===== src/rtl/msg_pad_pkg.sv =====
package msg_pad_pkg;

    localparam int WORD_W = 32;
    localparam int BLK_W  = 512;
    localparam int LEN_W  = 64;
    localparam int LFLD_W = 256;

    typedef enum logic [2:0] {
        PH_IDLE,
        PH_MSG,
        PH_MARK,
        PH_FILL,
        PH_LEN
    } phase_t;

    // One bit-shift command from the controller to the block register.
    typedef struct packed {
        logic shift;
        logic bit_val;
        logic last;
    } bitcmd_t;

endpackage


===== src/rtl/word_feeder.sv =====
module word_feeder #(
    parameter int WORD_W = msg_pad_pkg::WORD_W
) (
    input  logic              clk,
    input  logic              rst,
    input  logic              load,
    input  logic [WORD_W-1:0] word,
    input  logic              take,
    input  logic              flush,
    output logic              have,
    output logic              bit_o
);
    localparam int IDX_W = $clog2(WORD_W);
    localparam logic [IDX_W-1:0] IDX_END = IDX_W'(WORD_W - 1);

    logic [WORD_W-1:0] sh;
    logic [IDX_W-1:0]  idx;

    always_ff @(posedge clk) begin
        if (rst) begin
            sh   <= '0;
            idx  <= '0;
            have <= 1'b0;
        end else if (load) begin
            sh   <= word;
            idx  <= '0;
            have <= 1'b1;
        end else if (take) begin
            sh  <= {sh[WORD_W-2:0], 1'b0};
            idx <= idx + 1'b1;
            if (idx == IDX_END || flush)
                have <= 1'b0;
        end
    end

    assign bit_o = sh[WORD_W-1];
endmodule


===== src/rtl/block_shifter.sv =====
module block_shifter #(
    parameter int BLK_W = msg_pad_pkg::BLK_W,
    localparam int POS_W = $clog2(BLK_W)
) (
    input  logic                 clk,
    input  logic                 rst,
    input  msg_pad_pkg::bitcmd_t cmd,
    input  logic                 out_ready,
    output logic                 go,
    output logic [POS_W-1:0]     pos,
    output logic                 out_valid,
    output logic [BLK_W-1:0]     out_block,
    output logic                 out_last
);
    localparam logic [POS_W-1:0] POS_END = POS_W'(BLK_W - 1);

    logic [BLK_W-1:0] acc;
    logic [BLK_W-1:0] acc_next;
    logic             full_now;

    assign go       = !out_valid || out_ready;
    assign acc_next = {acc[BLK_W-2:0], cmd.bit_val};
    assign full_now = cmd.shift && (pos == POS_END);

    always_ff @(posedge clk) begin
        if (rst) begin
            acc       <= '0;
            pos       <= '0;
            out_valid <= 1'b0;
            out_block <= '0;
            out_last  <= 1'b0;
        end else begin
            if (cmd.shift) begin
                acc <= acc_next;
                pos <= full_now ? '0 : pos + 1'b1;
            end
            if (full_now) begin
                out_block <= acc_next;
                out_valid <= 1'b1;
                out_last  <= cmd.last;
            end else if (out_ready) begin
                out_valid <= 1'b0;
            end
        end
    end
endmodule


===== src/rtl/pad_ctrl.sv =====
module pad_ctrl #(
    parameter int LEN_W  = msg_pad_pkg::LEN_W,
    parameter int LFLD_W = msg_pad_pkg::LFLD_W,
    parameter int BLK_W  = msg_pad_pkg::BLK_W,
    localparam int POS_W = $clog2(BLK_W)
) (
    input  logic                 clk,
    input  logic                 rst,
    input  logic                 len_load,
    input  logic [LEN_W-1:0]     len_bits,
    input  logic                 go,
    input  logic [POS_W-1:0]     pos,
    input  logic                 have,
    input  logic                 wbit,
    output msg_pad_pkg::bitcmd_t cmd,
    output logic                 in_ready,
    output logic                 flush
);
    import msg_pad_pkg::*;

    localparam logic [POS_W-1:0] POS_END   = POS_W'(BLK_W - 1);
    localparam logic [POS_W-1:0] POS_LSTRT = POS_W'(BLK_W - LFLD_W);

    phase_t            phase;
    logic [LEN_W-1:0]  rem;
    logic [LFLD_W-1:0] lsh;

    always_comb begin
        cmd      = '0;
        in_ready = 1'b0;
        flush    = 1'b0;
        unique case (phase)
            PH_MSG: begin
                in_ready    = go && !have && (rem != '0);
                cmd.shift   = go && have;
                cmd.bit_val = wbit;
                flush       = (rem == LEN_W'(1));
            end
            PH_MARK: begin
                cmd.shift   = go;
                cmd.bit_val = 1'b1;
            end
            PH_FILL: begin
                cmd.shift   = go && (pos != POS_LSTRT);
            end
            PH_LEN: begin
                cmd.shift   = go;
                cmd.bit_val = lsh[LFLD_W-1];
                cmd.last    = 1'b1;
            end
            default: ;
        endcase
    end

    always_ff @(posedge clk) begin
        if (rst) begin
            phase <= PH_IDLE;
            rem   <= '0;
            lsh   <= '0;
        end else begin
            unique case (phase)
                PH_IDLE: if (len_load) begin
                    rem   <= len_bits;
                    lsh   <= {{(LFLD_W-LEN_W){1'b0}}, len_bits};
                    phase <= PH_MSG;
                end
                PH_MSG: begin
                    if (cmd.shift)
                        rem <= rem - 1'b1;
                    if (rem == '0)
                        phase <= PH_MARK;
                end
                PH_MARK: if (go) phase <= PH_FILL;
                PH_FILL: if (go && pos == POS_LSTRT) phase <= PH_LEN;
                PH_LEN: if (go) begin
                    lsh <= {lsh[LFLD_W-2:0], 1'b0};
                    if (pos == POS_END)
                        phase <= PH_IDLE;
                end
                default: phase <= PH_IDLE;
            endcase
        end
    end
endmodule


===== src/rtl/msg_pad512.sv =====
module msg_pad512 #(
    parameter int WORD_W = msg_pad_pkg::WORD_W,
    parameter int BLK_W  = msg_pad_pkg::BLK_W,
    parameter int LEN_W  = msg_pad_pkg::LEN_W,
    parameter int LFLD_W = msg_pad_pkg::LFLD_W
) (
    input  logic              clk,
    input  logic              rst,
    input  logic              len_load,
    input  logic [LEN_W-1:0]  len_bits,
    input  logic              in_valid,
    input  logic [WORD_W-1:0] in_word,
    output logic              in_ready,
    input  logic              out_ready,
    output logic              out_valid,
    output logic [BLK_W-1:0]  out_block,
    output logic              out_last
);
    localparam int POS_W = $clog2(BLK_W);

    msg_pad_pkg::bitcmd_t cmd;
    logic             go;
    logic [POS_W-1:0] pos;
    logic             have;
    logic             wbit;
    logic             flush;

    word_feeder #(.WORD_W(WORD_W)) u_feed (
        .clk   (clk),
        .rst   (rst),
        .load  (in_valid && in_ready),
        .word  (in_word),
        .take  (cmd.shift && have),
        .flush (flush),
        .have  (have),
        .bit_o (wbit)
    );

    pad_ctrl #(.LEN_W(LEN_W), .LFLD_W(LFLD_W), .BLK_W(BLK_W)) u_ctrl (
        .clk      (clk),
        .rst      (rst),
        .len_load (len_load),
        .len_bits (len_bits),
        .go       (go),
        .pos      (pos),
        .have     (have),
        .wbit     (wbit),
        .cmd      (cmd),
        .in_ready (in_ready),
        .flush    (flush)
    );

    block_shifter #(.BLK_W(BLK_W)) u_blk (
        .clk       (clk),
        .rst       (rst),
        .cmd       (cmd),
        .out_ready (out_ready),
        .go        (go),
        .pos       (pos),
        .out_valid (out_valid),
        .out_block (out_block),
        .out_last  (out_last)
    );
endmodule


===== config.mk =====
export PLATFORM = sky130hd
export DESIGN_NAME = msg_pad512
export DESIGN_NICKNAME = d
export VERILOG_FILES = /design/src/rtl/msg_pad_pkg.sv /design/src/rtl/word_feeder.sv /design/src/rtl/block_shifter.sv /design/src/rtl/pad_ctrl.sv /design/src/rtl/msg_pad512.sv
export SDC_FILE = /design/constraint.sdc
export NUM_CORES = 2
export LEC_CHECK = 0
export BUFFER_PORTS_ARGS = -buffer_cell sky130_fd_sc_hd__buf_2
export CAP_MARGIN = 15
export CORE_MARGIN = 2
export CORE_UTILIZATION = 36
export CTS_CLUSTER_DIAMETER = 50
export DETAILED_ROUTE_END_ITERATION = 8
export SLEW_MARGIN = 10
export SYNTH_ARGS = -nofsm -noshare
export SYNTH_HDL_FRONTEND = slang
export SYNTH_HIERARCHICAL = 1
export SYNTH_SLANG_ARGS = --single-unit

===== constraint.sdc =====
create_clock -name clk -period 4.2 [get_ports clk]
set_input_delay 0.63 -clock clk [delete_from_list [all_inputs] [get_ports clk]]
set_output_delay 0.63 -clock clk [all_outputs]
set_load 0.01 [all_outputs]

After elaboration in Yosys (flattened, before gate mapping)
Index checks and enable logic that the tools add are counted.
Widths: inputs -> output; s select.
{"block": "totals", "ff_bits": 1395, "latch_bits": 0, "ramBits": 0, "romBits": 0, "input_bits": 101, "out_inout_bits": 515, "elab_cells": 82, "mem_count": 0}
{"block": "classes", "addsub": 3, "n_mul": 0, "div_mod_pow": 0, "n_lt_le_gt_ge": 0, "eq_ne": 16, "shifts": 0, "mux": 26, "n_bitwise": 0, "reduce_logical": 26}
{"cell": "$mux 256", "count": 2}
{"cell": "$pmux 256 s2", "count": 1}
{"cell": "$mux 64", "count": 2}
{"cell": "$pmux 64 s2", "count": 1}
{"cell": "$eq 64x1->1 const B", "count": 1}
{"cell": "$logic_not 64->1", "count": 1}
{"cell": "$mux 32", "count": 2}
{"cell": "$reduce_bool 64->1", "count": 1}
{"cell": "$sub 64x1->64 const B", "count": 1}
{"cell": "$eq 9x9->1 const B", "count": 2}
{"cell": "$mux 3", "count": 6}
{"cell": "$pmux 3 s5", "count": 1}
{"cell": "$ne 2x1->1 const B", "count": 5}
{"cell": "$reduce_bool 2->1", "count": 5}
{"cell": "$add 9x1->9 const B", "count": 1}
{"cell": "$mux 9", "count": 1}
{"cell": "$ne 9x9->1 const B", "count": 1}
{"cell": "$logic_and 1x1->1", "count": 8}
{"cell": "$mux 1", "count": 8}
{"cell": "$eq 3x2->1 const B", "count": 2}
{"cell": "$pmux 1 s3", "count": 2}
{"cell": "$reduce_and 3->1", "count": 2}
{"cell": "$reduce_and 6->1", "count": 1}
{"cell": "$add 5x1->5 const B", "count": 1}
{"cell": "9 further kinds", "count": 13}

Longest topological paths before layout
{"block": "logic_depth", "word_depth": 8, "ltp_mapped": 12, "depth_no_buf": 10}

Cells and area by module
Netlist, hierarchy kept.
{"mod": "block_shifter", "instances": 1, "cells_each": 3921, "area_per_inst_um2": 35970.7, "seq_area_each_um2": 20699.9}
{"mod": "pad_ctrl", "instances": 1, "cells_each": 1837, "area_per_inst_um2": 14038.5, "seq_area_each_um2": 6466.2}
{"mod": "word_feeder", "instances": 1, "cells_each": 171, "area_per_inst_um2": 1779.2, "seq_area_each_um2": 760.7}
{"mod": "msg_pad512", "instances": 1, "cells_each": 2, "area_per_inst_um2": 12.5, "seq_area_each_um2": 0.0}

Worst setup path before layout
Ideal clock, no wire load.
{"block": "synth_path", "path_kind": "register -> register", "start": "reg u_ctrl.rem[0]", "end": "reg u_feed.sh[1]", "setup_time_ns": 0.138, "t_arrival_ns": 2.739, "t_required_ns": 4.062, "slack_ns": 1.324, "stages_incl_launch_ff": 13, "path_buffers": 2, "period_less_slack_ns": 2.876, "path_cell_list": "dfxtp_1 inv_1 ha_1 nor3b_2 nand4_1 or3_1 o21ai_0 nor3_1 and2_1 buf_2 inv_1 clkbuf_1 a211oi_1"}
{"block": "synth_via", "elab_chain_len": 5, "elab_cells_between_ends": 6, "cone_classes": "mux (2); reduce/logical (4)"}
{"element": "start, declared", "line": "pad_ctrl.sv:25", "source": "logic [LEN_W-1:0] rem;"}
{"element": "start signal, assigned", "line": "pad_ctrl.sv:63", "source": "rem <= len_bits;"}
{"element": "start signal, assigned", "line": "pad_ctrl.sv:69", "source": "rem <= rem - 1'b1;"}
{"element": "$reduce_bool 64->1 *", "line": "pad_ctrl.sv:34", "source": "in_ready = go && !have && (rem != '0);"}
{"element": "$logic_and 1x1->1 *", "line": "pad_ctrl.sv:34"}
{"element": "$mux 1 *", "line": "pad_ctrl.sv:32", "source": "unique case (phase)"}
{"element": "net in_ready", "line": "msg_pad512.sv:13", "source": "output logic in_ready,"}
{"element": "$logic_and 1x1->1 *", "line": "msg_pad512.sv:31", "source": ".load (in_valid && in_ready),"}
{"element": "$mux 32 or $reduce_bool 2->1 (tied branches)"}
{"element": "end signal, assigned", "line": "word_feeder.sv:25", "source": "sh <= word;"}
{"element": "end signal, assigned", "line": "word_feeder.sv:29", "source": "sh <= {sh[WORD_W-2:0], 1'b0};"}
{"element": "end, declared", "line": "word_feeder.sv:16", "source": "logic [WORD_W-1:0] sh;"}
Mark *: on every way through the listed nets, which the timed path passes. The rest lies on a longest branch.
A chain may end at the register's enable or synchronous reset.

Worst setup path after layout
{"block": "layout_path", "start": "reg u_ctrl.rem[0]", "end": "out in_ready"}
{"block": "layout_via", "elab_chain_len": 3}
{"element": "$reduce_bool 64->1", "line": "pad_ctrl.sv:34"}
{"element": "$logic_and 1x1->1", "line": "pad_ctrl.sv:34"}
{"element": "$mux 1", "line": "pad_ctrl.sv:32"}
{"element": "end, declared", "line": "msg_pad512.sv:13"}
No other way between the ends.

==> results by group <==
Outcome
  • Status: finished, final reports clean

Route
  • DR DRC count: 0
  • Wire length on met2: 61000 µm
  • DRT iter0 DRCs: between 2000 and 3000
  • Final ANT Viol Nets: 0
  • Met3 Wirelength: 6130 µm
  • Metal-1 WL: roughly 59000 µm
  • Final wirelength: 129000 µm
  • Routed WL per cell: 15.5 µm
  • First drt pass iteration count: 7
  • Vias: slightly above 40000
  • Via/cell ratio: a little under 5
  • Highest metal used: met5

Critical path
  • Worst EP arrival: about 3.4 ns
  • Critical Path RT: 3.57 ns
  • R2r setup slk: 0.75 ns
  • RR Startpoint: u_ctrl/rem[0]
  • Crit path capture type: output port
  • CP Capture Point: in_ready
  • Worst Reg-to-Reg Cells: 12
  • CP max FO: 9
  • WS Path Type: register to output port
  • Setup crit start: u_ctrl/rem[0]
  • Worst R2R End: u_feed/sh[0]
  • Crit start category: register

Clock network
  • Clock root buffer: clkbuf_16
  • PostCTS Resize Cnt: 2
  • Post-CTS Setup Repair Bufs: 0
  • Clk buf depth: 3
  • Num CTS Buffers: approximately 160
  • Htree depth: 4
  • Reg clk slew, reported paths: 0.06 ns
  • CTS tree: yes
  • # clock sinks: around 1400
  • Hold buffer count at cts: 0
  • Worst-Skew Late Latency: ~0.78 ns

Die
  • Initial core utilization: 0.362
  • CORE AREA: 0.143 mm²
  • Number of I/O pins: 616
  • Rows: 139
  • Die area: around 0.15 mm²
  • Die width: 383 µm
  • Die height: 383 µm

Synth
  • Top-area cell type share of the netlist area: 0.539
  • Synth Area in Simple Gates: 0.196
  • EDFF count, synth: 0
  • Sequential element share of the synthesized area: 0.539
  • Synthesized area per cell: 8.73 µm²
  • Cells after Synth: 5931
  • Largest family of logic cells by synthesized area: simple AND/OR/NAND/NOR gates
  • Yosys reg bits: ~1400
  • Synth Area in Adders: 0.00145
  • Main synth FF type: dfxtp_1
  • YS warnings: 6
  • Post-Syn Nets: between 6000 and 7000
  • Library cells used by synthesis: 71
  • Synthesized area: 0.0518 mm²
  • Synth Area in Compound Gates: 0.111
  • Post-synth ARST share: 0
  • Yosys top cell by area: dfxtp_1
  • Top post-synthesis cells by area: dfxtp_1 (54%), mux2i_1 (11%), nand2_1 (10%), a21oi_1 (7.3%), nor2_1 (4.7%)
  • Mux cell area share after synthesis: 0.106
  • XOR/XNOR Fraction of Synth Area: 0.000845

Cells and area
  • Fill cells: 14300
  • Finished Layout Cells: 8356
  • Nets: 6425
  • Syn-to-layout area delta: 18.3%
  • Fraction of final layout cells sized beyond drive strength 1: 0.153

Placed design
  • Post-detail-place hpwl: 82500 µm
  • Placed insts: 8058
  • Final Wtd Congestion: 0.840
  • Port Buffers: 615

Hold path
  • Hold path depth: 3
  • HP Start: in_word[0]
  • Hold Path Class: input pin to register

Power and ir drop
  • Switch share: 0.243
  • Clock power share: 0.477
  • Gate power share: 0.056
  • Total power: between 20 and 30 mW
  • Static Leak: 22.2 nW
  • Sw power: ~7.0 mW
  • Seq pwr share: 0.467
  • Worst VDD drop: 0.294 mV
  • Pwr/cell area: 473 mW/mm²
  • Int Power: approximately 22 mW

Timing
  • Fmax: 0.251 GHz
  • Setup TNS Final: 0 ns
  • Fin crit share: 0.949
  • Slew HR: 0.220
  • Setup violators final: 0
  • Setup Skew: about 0.027 ns
  • Slew Limit Fails: 0
  • Min Tclk post-route: 3.99 ns
  • Final Hold Fails: 0
  • Worst-Margin Slew: roughly 1.2 ns
  • Hold_ws: 0.126 ns
  • Unrepaired setup endpoints after global routing: no

Global routing
  • Overflow after GRT: 0
  • Initial antenna violation count: 18
  • GRT Resource Usage Total: 0.168
  • Largest net degree at the start of global routing: 220
  • Vias in the first global route: 37600
  • First-pass GRT wire length: 204000 µm

Flow run
  • Maxcap violations: 0
## worst min path at each step
stage / endpoint / slack, ns
floorplan: u_blk/out_block[511] / 0.43
global placement: u_ctrl/lsh[80] / 0.44
detailed placement: u_ctrl/lsh[79] / 0.44
CTS: u_feed/sh[0] / 0.05
global route: u_ctrl/lsh[24] / 0.08
finish: u_feed/sh[0] / 0.13
## stage by stage
step	setup WS, ns	instance area, µm²	util
after CTS	0.175	61300	0.428
after global placement	0.534	55900	0.391
after global routing	0.0274	61300	0.428
after floorplan	1.32	51800	-
after detailed placement	0.540	55900	0.391
final	0.213	61300	0.428
## final cells by class
cell class	count	area, µm²	area share
Clock buffer	217	4520	0.0737
Clock inverter	74	822	0.0134
Inverter	11	46.3	0.000755
Tap cell	1903	2380	0.0389
Multi-Input combinational cell	4062	21600	0.352
Antenna cell	7	17.5	0.000286
Timing Repair Buffer	687	3980	0.0649
Sequential cell	1395	27900	0.456
## power groups by stage
stage                     Sequential [mW]  Combinational, mW  Clock, mW
after floorplan                      13.8               1.21          0
after global placement               13.8               1.61          0
after detailed placement             13.8               1.62          0
after CTS                            13.5               1.62       14.3
after global routing                 13.5               1.79       14.8
final                                13.5               1.63       13.8
## cells in the final DEF (no fill, tap or decap), drive strengths merged, types with 4 or more instances in the layout
cell      instances
nand2          1426
dfxtp          1395
a21oi           760
buf             687
nor2            650
mux2i           549
nand3           224
clkbuf          217
a311oi           63
o21ai            51
a211oi           40
nor2b            39
inv              35
nor3             32
clkinv           31
nor4             30
or3              20
nand4            17
a31oi            16
clkinvlp         13
o22ai            11
o311ai           10
and3             10
a22oi             9
a32o              9
o31ai             8
or4               8
diode             7
and2              7
bufinv            6
ha                6
a32oi             6
o211ai            6
nand3b            5
nand2b            4
a22o              4
nor3b             4
## sequential cells by signal, summed over array words and instances, names as in the netlist
signal and count:
u_blk/pos 9, u_ctrl/rem 64, u_blk/out_last 1, u_feed/sh 32, u_feed/idx 5, u_blk/out_block 512, u_blk/acc 511, u_blk/out_valid 1
u_feed/have 1, u_ctrl/phase 3, u_ctrl/lsh 256
## synth_stat cells (4+ instances only)
library cell  count
o21ai_0          51
nor2_1          650
a22o_1            4
nand2b_1          4
a32oi_1           6
nor2b_1          39
nand3b_1          5
o211ai_1          6
and3_1           10
a32o_1            9
nand2_1        1425
buf_2           103
a22oi_1           9
or4_1             6
ha_1              6
nand3_1         224
o31ai_1           8
mux2i_1         549
a31oi_1          16
clkbuf_1        275
buf_4            33
a311oi_1         63
buf_6            38
nor3_1           31
nand4_1          15
o22ai_1          11
a211oi_1         40
nor4_1           23
and2_1            7
o311ai_0         10
inv_1            11
buf_1            11
nor4_2            4
dfxtp_1        1395
a21oi_1         760
or3_1            18
## cells by family after synthesis
kind of cell | count (synthesis)
muxes | 550
AOI/OAI and AO/OA | 1018
adders and majority gates | 6
and+or+nand+nor | 2483
xor gates and xnor gates | 5
buffers and inverters | 474
DFF | 1395
## critical path, cell delays in order (launching register included)
cell and delay, ns:
dfxtp_1 0.37, inv_1 0.11, ha_1 0.19, nor3b_2 0.16
buf_4 0.18, nand4_1 0.28, or3_1 0.56, o21ai_1 0.39
nor3_2 0.15, buf_2 0.19
## layer usage
layer,vias to the layer above,global-route usage
met5,-,0
met4,8,0.0608
met3,229,0.0321
met2,866,0.270
met1,19300,0.225
li1,20800,-
Note: power is estimated with default switching activity, not from simulation.
